===== config.mk =====
export PLATFORM = sky130hd
export DESIGN_NAME = fir_bank
export DESIGN_NICKNAME = d
export VERILOG_FILES = /design/src/rtl/fir_pkg.sv /design/src/rtl/fir_decode.sv /design/src/rtl/fir_alias_reg.sv /design/src/rtl/fir_first_tracker.sv /design/src/rtl/fir_bank.sv
export SDC_FILE = /design/constraint.sdc
export NUM_CORES = 1
export LEC_CHECK = 0
export ABC_AREA = 1
export BUFFER_PORTS_ARGS = -buffer_cell sky130_fd_sc_hd__buf_2
export CAP_MARGIN = 20
export CORE_UTILIZATION = 55
export DETAILED_ROUTE_END_ITERATION = 16
export PLACE_DENSITY = 0.77
export RECOVER_POWER = 100
export SLEW_MARGIN = 40
export SYNTH_ARGS = -nofsm -noshare
export SYNTH_HDL_FRONTEND = slang
export SYNTH_HIERARCHICAL = 1
export SYNTH_SLANG_ARGS = --single-unit

===== constraint.sdc =====
create_clock -name clk -period 6.2 [get_ports clk]
set_input_delay 0.62 -clock clk [delete_from_list [all_inputs] [get_ports clk]]
set_output_delay 0.62 -clock clk [all_outputs]
set_load 0.05 [all_outputs]

===== src/rtl/fir_pkg.sv =====
package fir_pkg;
    localparam int unsigned REG_FAULT     = 0;
    localparam int unsigned REG_FAULT_AND = 1;
    localparam int unsigned REG_FAULT_OR  = 2;
    localparam int unsigned REG_MASK      = 3;
    localparam int unsigned REG_MASK_AND  = 4;
    localparam int unsigned REG_MASK_OR   = 5;
    localparam int unsigned REG_ACT0      = 6;
    localparam int unsigned NUM_ACT       = 2;
    localparam int unsigned REG_FIRST     = REG_ACT0 + NUM_ACT;
    localparam int unsigned REG_COUNT     = REG_FIRST + 1;

    typedef enum logic {
        FF_ARMED = 1'b0,
        FF_HELD  = 1'b1
    } ff_state_e;
endpackage


===== src/rtl/fir_decode.sv =====
module fir_decode
    import fir_pkg::*;
#(
    parameter int IDX_W = 4
) (
    input  logic [IDX_W-1:0]     idx,
    input  logic                 wr_en,
    output logic [REG_COUNT-1:0] wsel,
    output logic                 bad_wr
);
    for (genvar g = 0; g < REG_COUNT; g++) begin : g_sel
        assign wsel[g] = wr_en && (idx == IDX_W'(g));
    end

    assign bad_wr = wr_en && (idx >= IDX_W'(REG_COUNT));


    always_comb begin
        one_sel_chk : assert ($onehot0(wsel) && !(bad_wr && (|wsel)));
    end
endmodule


===== src/rtl/fir_alias_reg.sv =====
module fir_alias_reg #(
    parameter int               DATA_W    = 64,
    parameter logic [DATA_W-1:0] IMPL     = '1,
    parameter logic [DATA_W-1:0] RST_VAL  = '0
) (
    input  logic              clk,
    input  logic              rst_n,
    input  logic              wr_load,
    input  logic              wr_and,
    input  logic              wr_or,
    input  logic [DATA_W-1:0] wdata,
    input  logic [DATA_W-1:0] hw_set,
    output logic [DATA_W-1:0] q,
    output logic [DATA_W-1:0] d_next
);
    logic [DATA_W-1:0] sw_val;

    always_comb begin
        sw_val = q;
        if (wr_load)     sw_val = wdata & IMPL;
        else if (wr_and) sw_val = q & wdata;
        else if (wr_or)  sw_val = q | (wdata & IMPL);
        d_next = sw_val | (hw_set & IMPL);
    end

    always_ff @(posedge clk or negedge rst_n) begin
        if (!rst_n) q <= RST_VAL;
        else        q <= d_next;
    end


    impl_bits_chk : assert property (@(posedge clk) disable iff (!rst_n)
        (q & ~IMPL) == '0);


    hw_wins_chk : assert property (@(posedge clk) disable iff (!rst_n)
        (|(hw_set & IMPL)) |=> ((q & $past(hw_set & IMPL)) == $past(hw_set & IMPL)));
endmodule


===== src/rtl/fir_first_tracker.sv =====
module fir_first_tracker
    import fir_pkg::*;
#(
    parameter int DATA_W = 64
) (
    input  logic              clk,
    input  logic              rst_n,
    input  logic              clr,
    input  logic [DATA_W-1:0] new_bits,
    output logic [DATA_W-1:0] first_q
);
    ff_state_e         state_q, state_d;
    logic [DATA_W-1:0] lowest;

    assign lowest = new_bits & (~new_bits + DATA_W'(1));

    always_comb begin
        state_d = state_q;
        unique case (state_q)
            FF_ARMED: if (!clr && (|new_bits)) state_d = FF_HELD;
            FF_HELD:  if (clr)                 state_d = FF_ARMED;
            default:                           state_d = FF_ARMED;
        endcase
    end

    always_ff @(posedge clk or negedge rst_n) begin
        if (!rst_n) state_q <= FF_ARMED;
        else        state_q <= state_d;
    end

    always_ff @(posedge clk or negedge rst_n) begin
        if (!rst_n)                                       first_q <= '0;
        else if (clr)                                     first_q <= '0;
        else if (state_q == FF_ARMED && (|new_bits))      first_q <= lowest;
    end


    first_onehot_chk : assert property (@(posedge clk) disable iff (!rst_n)
        $onehot0(first_q));


    first_clear_chk : assert property (@(posedge clk) disable iff (!rst_n)
        clr |=> (first_q == '0));


    first_hold_chk : assert property (@(posedge clk) disable iff (!rst_n)
        (first_q != '0 && !clr) |=> $stable(first_q));
endmodule


===== src/rtl/fir_bank.sv =====
module fir_bank
    import fir_pkg::*;
#(
    parameter int                DATA_W    = 64,
    parameter int                ADDR_W    = 7,
    parameter logic [DATA_W-1:0] IMPL_MASK = 64'hFFFFFFF000000000
) (
    input  logic              clk,
    input  logic              rst_n,
    input  logic [ADDR_W-1:0] addr,
    input  logic              wr_en,
    input  logic [DATA_W-1:0] wdata,
    input  logic [DATA_W-1:0] hw_err,
    output logic [DATA_W-1:0] rdata,
    output logic              unimp_wr
);
    localparam int IDX_W = ADDR_W - 3;

    logic [IDX_W-1:0]     idx;
    logic [REG_COUNT-1:0] wsel;
    logic                 bad_wr;
    logic [DATA_W-1:0]    fault_q, fault_d, mask_q, mask_d, first_q, new_bits;
    logic [DATA_W-1:0]    act_q [NUM_ACT];
    logic                 unused_ofs;

    assign idx        = addr[ADDR_W-1:3];
    assign unused_ofs = ^{addr[2:0], mask_d};

    fir_decode #(.IDX_W(IDX_W)) dec_i (
        .idx(idx), .wr_en(wr_en), .wsel(wsel), .bad_wr(bad_wr)
    );

    fir_alias_reg #(.DATA_W(DATA_W), .IMPL(IMPL_MASK), .RST_VAL('0)) fault_i (
        .clk(clk), .rst_n(rst_n),
        .wr_load(wsel[REG_FAULT]), .wr_and(wsel[REG_FAULT_AND]), .wr_or(wsel[REG_FAULT_OR]),
        .wdata(wdata), .hw_set(hw_err), .q(fault_q), .d_next(fault_d)
    );

    fir_alias_reg #(.DATA_W(DATA_W), .IMPL(IMPL_MASK), .RST_VAL(IMPL_MASK)) mask_i (
        .clk(clk), .rst_n(rst_n),
        .wr_load(wsel[REG_MASK]), .wr_and(wsel[REG_MASK_AND]), .wr_or(wsel[REG_MASK_OR]),
        .wdata(wdata), .hw_set('0), .q(mask_q), .d_next(mask_d)
    );

    for (genvar a = 0; a < NUM_ACT; a++) begin : g_act
        always_ff @(posedge clk or negedge rst_n) begin
            if (!rst_n)                 act_q[a] <= '0;
            else if (wsel[REG_ACT0+a])  act_q[a] <= wdata & IMPL_MASK;
        end
    end

    assign new_bits = fault_d & ~fault_q & ~mask_q;

    fir_first_tracker #(.DATA_W(DATA_W)) first_i (
        .clk(clk), .rst_n(rst_n), .clr(wsel[REG_FIRST]),
        .new_bits(new_bits), .first_q(first_q)
    );

    always_ff @(posedge clk or negedge rst_n) begin
        if (!rst_n) unimp_wr <= 1'b0;
        else        unimp_wr <= bad_wr;
    end

    always_comb begin
        unique case (idx)
            IDX_W'(REG_FAULT), IDX_W'(REG_FAULT_AND), IDX_W'(REG_FAULT_OR): rdata = fault_q;
            IDX_W'(REG_MASK),  IDX_W'(REG_MASK_AND),  IDX_W'(REG_MASK_OR):  rdata = mask_q;
            IDX_W'(REG_ACT0):     rdata = act_q[0];
            IDX_W'(REG_ACT0 + 1): rdata = act_q[NUM_ACT-1];
            IDX_W'(REG_FIRST):    rdata = first_q;
            default:              rdata = '0;
        endcase
    end


    unimp_pulse_chk : assert property (@(posedge clk) disable iff (!rst_n)
        (wr_en && idx >= IDX_W'(REG_COUNT)) |=> unimp_wr);


    unimp_quiet_chk : assert property (@(posedge clk) disable iff (!rst_n)
        !wr_en |=> !unimp_wr);


    act_write_chk : assert property (@(posedge clk) disable iff (!rst_n)
        (wr_en && idx == IDX_W'(REG_ACT0)) |=> (act_q[0] == ($past(wdata) & IMPL_MASK)));
endmodule


==> flow_summary_export.csv, run 1 <==
group,metric,value,unit
status,status,"finished, violations left",
status,violations,"capacitance limit, slew limit",
placement,numPortBuffers,163,
cells_and_area,diodes,0,
cells_and_area,fin_nets,2287,
global_routing,grt_pass1_vias,13200,
timing,slew_violations,174,
worst_hold_path,hold_path_class,"primary input to flip-flop",
routing,routedWlPerCell,16.7,um
routing,drc,0,
routing,ant_nets,0,
global_routing,antenna_found_initial,0,
yosys,yosysUniqueCellTypes,31,
timing,fin_crit_sh,0.774,
cells_and_area,fillers,2425,
yosys,syn_inst,2009,
timing,finalSetupTns,0,ps
setup_path,crit_path_start,"addr[3]",
power,power.density,233,nW/um^2
setup_path,worstPathMaxFanout,64,
setup_path,crit_arrival,4180,ps
global_routing,grt_pass1_wl,68200,um
die,die_width,167,um
die,die_h,167,um
power,total_power,3.83,mW
worst_hold_path,hp-start,"hw_err[48]",
die,ios,203,
routing,vias,13800,
yosys,yosysSeqAreaShare,0.421,
routing,drtIter0Drc,1130,
routing,firstDrtPassIters,5,
setup_path,cpPeakStageDelay,1020,ps
clock_tree,clock_latency,530,ps
power,vdd_drop_max,0.164,mV
setup_path,cp.required,5580,ps
die,rows,59,
setup_path,r2r_start,"fault_i/q[19]",
timing,rsz0062_at_grt,"no",
die,dieArea,27800,um^2
clock_tree,htree_levels,1,
setup_path,crit_chain,"clkbuf_1 > nand2_2 > inv_1 > nand2_1 > nand2_8 > nand2_1 > nand3_1 > clkbuf_1",
setup_path,path_class,"primary input to output pin",
timing,max_slew_margin,-0.750,
routing,viasPerCell,5.51,
routing,drt_wl_total,41900,um
cells_and_area,regArea,6290,um^2
timing,worst_pin_slew,2630,ps
clock_tree,cts_resized,0,
cells_and_area,multi_input_area,7290,um^2
setup_path,critical_path.slowest_cell,"inv_1",
yosys,yosys_warnings,6,
cells_and_area,drive_above_1_share,0.138,
clock_tree,cts_tree,"built",
clock_tree,clock_sinks,250,
timing,setup_viol,0,
placement,dp_hpwl,28900,um
timing,fmax,208,MHz
setup_path,cp-end-kind,"output pin",
global_routing,grt-ovfl-total,0,
timing,finalHoldViolCount,0,
yosys,netlist_area,14900,um^2
clock_tree,cts_made_buffers,27,
setup_path,startpoint_type,"primary input",
timing,layout_min_cycle_time,4800,ps
clock_tree,cts.clk_slew.worst_paths,60,ps
clock_tree,cts_root_buf,"clkbuf_16",
yosys,syn_area_per_cell,7.44,um^2
cells_and_area,syn2layout_area_growth,9.94,%
power,leakagePower,8.85,nW
yosys,synth_seq_cells,250,
timing,fin_skew,12.5,ps
run,maxCapViolations,4,
die,initial_core_util,0.567,
die,coreArea,26400,um^2
clock_tree,clockBufferDepth,3,
placement,gp_congestion,0.943,
global_routing,grt_max_degree,72,
global_routing,gr-usage-all-layers,0.304,
## through the flow
stage / area, um^2 / utilization / hold slack [ps] / std cells / worst slack (ps)
2_1_floorplan: 15000 / - / 324 / 2036 / 3370
3_3_place_gp: 15700 / 0.596 / 477 / 2451 / 1650
3_5_place_dp: 15800 / 0.598 / 481 / 2453 / 1590
4_1_cts: 16600 / 0.631 / 290 / 2503 / 2120
5_1_grt: 16400 / 0.623 / 295 / 2504 / 1040
6_report: 16400 / 0.623 / 304 / 2504 / 1400
## registers in the layout, indices dropped and copies added (netlist names)
signal and cells:
first_i/state_q 1, act_q 56, mask_i/q 64, unimp_wr 1, fault_i/q 64, first_i/first_q 64
## cells in the mapped netlist, drive strengths merged
master,instances,share of area
conb,1,0.00025
nand2,584,0.15
nor3,5,0.0017
nor2,329,0.087
and2,1,0.00042
nand3b,1,0.00050
clkinv,1,0.00025
nand4,37,0.015
dfstp,28,0.049
dfrtp,222,0.37
a21oi,1,0.00033
inv,171,0.043
o21ai,73,0.024
buf,73,0.042
nor3b,65,0.033
nor4,1,0.00042
nand3,335,0.13
mux2,56,0.042
clkbuf,25,0.0063
## metal layers
| layer | routed length [um] | global-route usage | part of all wire |
|---|---|---|---|
| met3 | 2700 | 0.0354 | 0.064 |
| met4 | 1120 | 0.0950 | 0.027 |
| met5 | 0 | 0 | 0 |
| met2 | 19800 | 0.504 | 0.47 |
| met1 | 18300 | 0.418 | 0.44 |
## worst max-delay path, delay by kind of cell
kind                   cells  cell delay (ps)
AND/OR/NAND/NOR            5             1620
buffers and inverters      3             1870
## final timing paths
| kind | to | depth (start not counted) | slack [ps] |
|---|---|---|---|
| max in group asynchronous | fault_i/q[62] | 4 | 1780 |
| setup reg to reg | first_i/first_q[63] | 14 | 2910 |
| setup / recovery | rdata[30] | 8 | 1400 |
| hold / removal | fault_i/q[48] | 3 | 300 |
| min in group asynchronous | fault_i/q[2] | 2 | 1450 |
| hold reg to reg | mask_i/q[39] | 2 | 490 |
## what timing repair did
| item | 4_1_cts | 5_1_grt |
|---|---|---|
| setup buffers | 0 | 0 |
| hold buffers | 1 | 0 |
| endpoints found under the hold margin | 45 | 0 |
## final cells by class
cell class | count | area share
Tap cell | 335 | 0.0255
Clock buffer | 39 | 0.0481
Timing Repair Buffer | 182 | 0.0551
Clock inverter | 10 | 0.00457
Multi-Input combinational cell | 1516 | 0.444
Sequential cell | 250 | 0.383
Inverter | 172 | 0.0397
## kinds of logic (layout without fill, tap and decap cells)
logic type / Yosys count / in the layout / synth area share
buffers and inverters: 270 / 403 / 0.0914
AOI/OAI and AO/OA: 74 / 74 / 0.0248
other: 1 / 28 / 0.000251
DFF: 250 / 250 / 0.421
and+or+nand+nor: 1358 / 1358 / 0.420
muxes: 56 / 56 / 0.0422
## report_power, final
| group | switching, mW | leakage [nW] | internal (mW) | total, mW |
|---|---|---|---|---|
| logic | 0.324 | 5.25 | 0.143 | 0.467 |
| registers | 0.0519 | 3.16 | 1.73 | 1.79 |
| clock network | 0.654 | 0.438 | 0.921 | 1.58 |
## placed cells by master, fill, tap and decap left out, types with 2 or more instances in the layout
master / n
nand2_1: 574
nor2_1: 314
nand3_1: 308
dfrtp_1: 222
inv_1: 166
buf_2: 98
o21ai_0: 73
clkbuf_1: 72
nor3b_1: 65
mux2_2: 56
nand4_1: 37
conb_1: 28
dfstp_2: 28
clkbuf_16: 27
nand3_2: 27
buf_4: 12
clkinv_2: 11
nor2_4: 8
clkbuf_8: 7
nor2_2: 6
nand2_4: 5
nor3_1: 5
nand2_8: 3
nand2_2: 2
inv_2: 2
(Power assumes the default switching activity.)
==> run 2, diff against run 1 <==
CORE_UTILIZATION = 53   (was 55)
clock period = 4.25 ns   (was 6.2 ns; I/O delays follow)
==> flow_summary_export.csv, run 2 (synthesis results as in run 1) <==
group,metric,value,unit
die,rows,61,
timing,max_slew_margin,-0.354,
setup_path,critical_path.slowest_cell,"nand2_2",
setup_path,cpPeakStageDelay,1090,ps
power,power.density,341,nW/um^2
setup_path,crit_chain,"buf_2 > nand2_2 > inv_2 > nand2_1 > nand2_2 > nand2_1 > nand3_1 > clkbuf_1",
die,die_h,170,um
timing,layout_min_cycle_time,3610,ps
die,dieArea,28900,um^2
cells_and_area,fin_nets,2290,
die,coreArea,27800,um^2
placement,dpl.cell_count,2499,
power,vdd_drop_max,0.284,mV
worst_hold_path,hold_path_class,"primary input to flip-flop",
timing,finalSetupTns,0,ps
timing,setup_viol,0,
die,initial_core_util,0.538,
timing,slew_violations,110,
global_routing,gr-usage-all-layers,0.296,
timing,rsz0062_at_grt,"no",
placement,gp_congestion,0.961,
routing,ant_nets,0,
global_routing,grt_pass1_vias,13300,
placement,dp_hpwl,29400,um
cells_and_area,regArea,6290,um^2
setup_path,cp.required,3830,ps
cells_and_area,fillers,2657,
routing,firstDrtPassIters,5,
clock_tree,htree_levels,1,
setup_path,worstPathMaxFanout,64,
timing,fmax,277,MHz
setup_path,crit_path_start,"addr[3]",
clock_tree,clock_latency,530,ps
die,ios,203,
routing,viasPerCell,5.40,
placement,numPortBuffers,163,
clock_tree,cts.clk_slew.worst_paths,60,ps
cells_and_area,final_cells,2549,
power,leakagePower,8.85,nW
cells_and_area,layout_common_cells,"575 x nand2_1, 314 x nor2_1, 305 x nand3_1, 222 x dfrtp_1, 166 x inv_1",
cells_and_area,final_common_cell,"nand2_1",
worst_hold_path,hp-start,"hw_err[52]",
clock_tree,cts_tree,"built",
cells_and_area,fin_area,16500,um^2
clock_tree,cts_root_buf,"clkbuf_16",
status,status,"finished, violations left",
cells_and_area,drive_above_1_share,0.140,
clock_tree,clockBufferDepth,3,
timing,fin_skew,11.9,ps
timing,finalHoldViolCount,0,
global_routing,antenna_found_initial,0,
global_routing,grt_max_degree,88,
routing,routedWlPerCell,16.4,um
global_routing,grt-ovfl-total,0,
routing,drc,0,
clock_tree,cts_made_buffers,27,
cells_and_area,multi_input_area,7280,um^2
setup_path,crit_arrival,3190,ps
routing,vias,13800,
cells_and_area,syn2layout_area_growth,10.4,%
routing,drtIter0Drc,1177,
placement,dpl_cell_area,15800,um^2
die,die_width,170,um
cells_and_area,post-route-util,0.594,
setup_path,path_class,"primary input to output pin",
routing,drt_wl_total,41800,um
global_routing,grt_pass1_wl,68800,um
cells_and_area,diodes,0,
cells_and_area,top_regs,"fault_i/q (64), first_i/first_q (64), mask_i/q (64)",
setup_path,startpoint_type,"primary input",
run,maxCapViolations,3,
setup_path,r2r_start,"fault_i/q[19]",
timing,fin_crit_sh,0.850,
status,violations,"capacitance limit, slew limit",
setup_path,cp-end-kind,"output pin",
clock_tree,clock_sinks,250,
timing,worst_pin_slew,2030,ps
-- run 2: cell types whose count changed in the layout (fill, tap and decap cells not counted), sizes merged --
cell and delta:
buf +1, bufinv +1, clkbuf +2, clkinv -2, clkinvlp -1, inv +1
-- run 2: routing by layer --
layer | global-route usage | vias up | share of wire
met5 | 0 | - | 0
met4 | 0.0795 | 0 | 0.023
met3 | 0.0358 | 61 | 0.059
met2 | 0.489 | 442 | 0.47
met1 | 0.411 | 6560 | 0.45
li1 | - | 6705 | -
-- run 2: repair_timing --
action,4_1_cts,5_1_grt
hold endpoints to repair,77,0
gates resized for setup,0,0
hold buffers,1,0
setup buffers,0,0
-- run 2: cell type report --
cell class,instances,share of cell area
inverters,172,0.0395
well taps,378,0.0287
clock buffers,39,0.0473
clock inverters,9,0.00599
flip-flops and latches,250,0.381
multi-input cells,1516,0.441
repair buffers,185,0.0557
-- run 2: path summary, 6_finish.rpt --
kind / cells after the start / end / slack, ps
hold reg to reg: 2 / mask_i/q[63] / 490
setup / recovery: 8 / rdata[32] / 640
setup reg to reg: 13 / first_i/first_q[16] / 1610
max in group asynchronous: 3 / mask_i/q[12] / 1000
min in group asynchronous: 2 / mask_i/q[7] / 1020
hold / removal: 3 / fault_i/q[52] / 120
-- run 2: power breakdown --
group	internal, mW	leakage (nW)	switching [mW]
Combinational	0.210	5.25	0.467
Clock	1.39	0.439	0.950
Sequential	2.53	3.16	0.0765
-- run 2: metrics by stage --
step	power, mW	hold slack, ps	setup WS [ps]
global placement	3.31	460	552
detailed placement	3.34	463	368
floorplan	3.11	129	1620
finish	5.62	117	636
CTS	5.67	99.1	851
global route	5.84	115	385
-- run 2: worst max-delay path: cells and delay by family --
family,cells,cell delay (ps)
buffers and inverters,3,1120
AND/OR/NAND/NOR,5,1610
==> run 3, diff against run 2 <==
BUFFER_PORTS_ARGS = -buffer_cell sky130_fd_sc_hd__clkbuf_2   (was -buffer_cell sky130_fd_sc_hd__buf_2)
CORE_UTILIZATION = 55   (was 53)
clock period = 4.65 ns   (was 4.25 ns; I/O delays follow)
==> flow_summary_export.csv, run 3 (synthesis results as in run 1) <==
group,metric,value,unit
global_routing,gr-usage-all-layers,0.311,
placement,dpl.cell_count,2472,
power,clkPwrFrac,0.409,
timing,finalSetupTns,0,ps
clock_tree,clockBufferDepth,3,
die,rows,59,
routing,drc,0,
die,dieArea,27800,um^2
power,power.density,308,nW/um^2
die,coreArea,26400,um^2
global_routing,antenna_found_initial,0,
setup_path,crit_arrival,3560,ps
worst_hold_path,hp-start,"hw_err[43]",
status,status,"finished, violations left",
timing,finalHoldViolCount,0,
clock_tree,cts_root_buf,"clkbuf_16",
setup_path,crit_path_start,"addr[6]",
timing,worst_pin_slew,2900,ps
routing,vias,13800,
clock_tree,cts_made_buffers,27,
placement,gp_congestion,0.959,
timing,fin_skew,20.7,ps
clock_tree,clock_latency,550,ps
global_routing,grt_pass1_vias,13300,
timing,fin_crit_sh,0.865,
cells_and_area,drive_above_1_share,0.149,
setup_path,r2r_start,"fault_i/q[19]",
cells_and_area,diodes,0,
clock_tree,cts_resized,0,
timing,slew_violations,134,
clock_tree,cts.clk_slew.worst_paths,60,ps
power,vdd_drop_max,0.216,mV
power,pwr-share-comb,0.124,
power,pwr-share-seq,0.467,
timing,whs,137,ps
placement,numPortBuffers,163,
global_routing,grt_max_degree,73,
timing,worst_slack,628,ps
timing,max_slew_margin,-0.936,
clock_tree,cts_tree,"built",
die,initial_core_util,0.567,
timing,setup_viol,0,
cells_and_area,top_regs,"fault_i/q (64), first_i/first_q (64), mask_i/q (64)",
setup_path,startpoint_type,"primary input",
status,violations,"capacitance limit, slew limit",
global_routing,grt_pass1_wl,69300,um
power,total_power,5.10,mW
cells_and_area,final_common_cell,"nand2_1",
setup_path,path_class,"primary input to output pin",
setup_path,cp.required,4180,ps
setup_path,cp-end-kind,"output pin",
power,leakagePower,8.99,nW
cells_and_area,syn2layout_area_growth,10.9,%
clock_tree,clock_sinks,250,
worst_hold_path,hold_path_class,"primary input to flip-flop",
cells_and_area,fin_nets,2305,
cells_and_area,final_cells,2522,
run,maxCapViolations,4,
timing,layout_min_cycle_time,4020,ps
routing,drt_wl_total,42800,um
placement,dp_slack,726,ps
routing,ant_nets,0,
power,p_int,3.70,mW
routing,routedWlPerCell,17.0,um
placement,dp_hpwl,29800,um
timing,fmax,249,MHz
cells_and_area,post-route-util,0.629,
die,ios,203,
setup_path,worstPathMaxFanout,33,
placement,dpl_cell_area,15900,um^2
timing,rsz0062_at_grt,"no",
clock_tree,htree_levels,1,
setup_path,reg2reg_depth,14,
routing,viasPerCell,5.46,
die,die_width,167,um
die,die_h,167,um
routing,drtIter0Drc,1065,
cells_and_area,fin_area,16600,um^2
worst_hold_path,min_path_cells,3,
global_routing,grt-ovfl-total,0,
routing,firstDrtPassIters,5,
cells_and_area,layout_common_cells,"576 x nand2_1, 314 x nor2_1, 307 x nand3_1, 222 x dfrtp_1, 166 x inv_1",
power,switching_share,0.275,
power,p_sw,1.40,mW
==> run 3: path summary, 6_finish.rpt <==
path / to / slack, ps
max: rdata[13] / 630
min: fault_i/q[43] / 140
max reg2reg: first_i/first_q[50] / 1870
min reg2reg: mask_i/q[60] / 490
max in group asynchronous: fault_i/q[13] / 1130
min in group asynchronous: fault_i/q[3] / 1420
==> run 3: critical path, cell delays in order <==
cell      delay, ps
clkbuf_2        140
nor2_2          110
clkbuf_2        620
nand2_1         110
nand2_1        1130
buf_12          300
nand2_1          70
nand3_1         100
clkbuf_1        480
==> run 3: what timing repair did <==
item,in CTS,in global routing
hold endpoints to repair,34,0
hold buffers,1,0
buffers inserted,0,0
==> run 3: area by class of cell <==
cell class / count / area [um^2]
sequential: 250 / 6290
tap: 335 / 419
multi-input combinational: 1516 / 7270
fill: 2394 / 9790
inverter: 172 / 652
timing repair buffer: 200 / 1080
clock inverter: 11 / 61.3
clock buffer: 38 / 797
==> run 3: power groups by stage <==
stage	combinational [mW]	sequential [mW]	clock (mW)
global route	0.693	2.40	2.19
detailed placement	0.640	2.42	0
CTS	0.643	2.38	2.11
finish	0.633	2.38	2.08
global placement	0.619	2.41	0
floorplan	0.439	2.40	0
==> run 3: per-layer routing <==
metal,global-route usage,vias up,wire length (um)
li1,-,6735,-
met1,0.425,6490,18700
met2,0.516,484,20300
met3,0.0413,69,2740
met4,0.0938,0,1120
met5,0,-,0
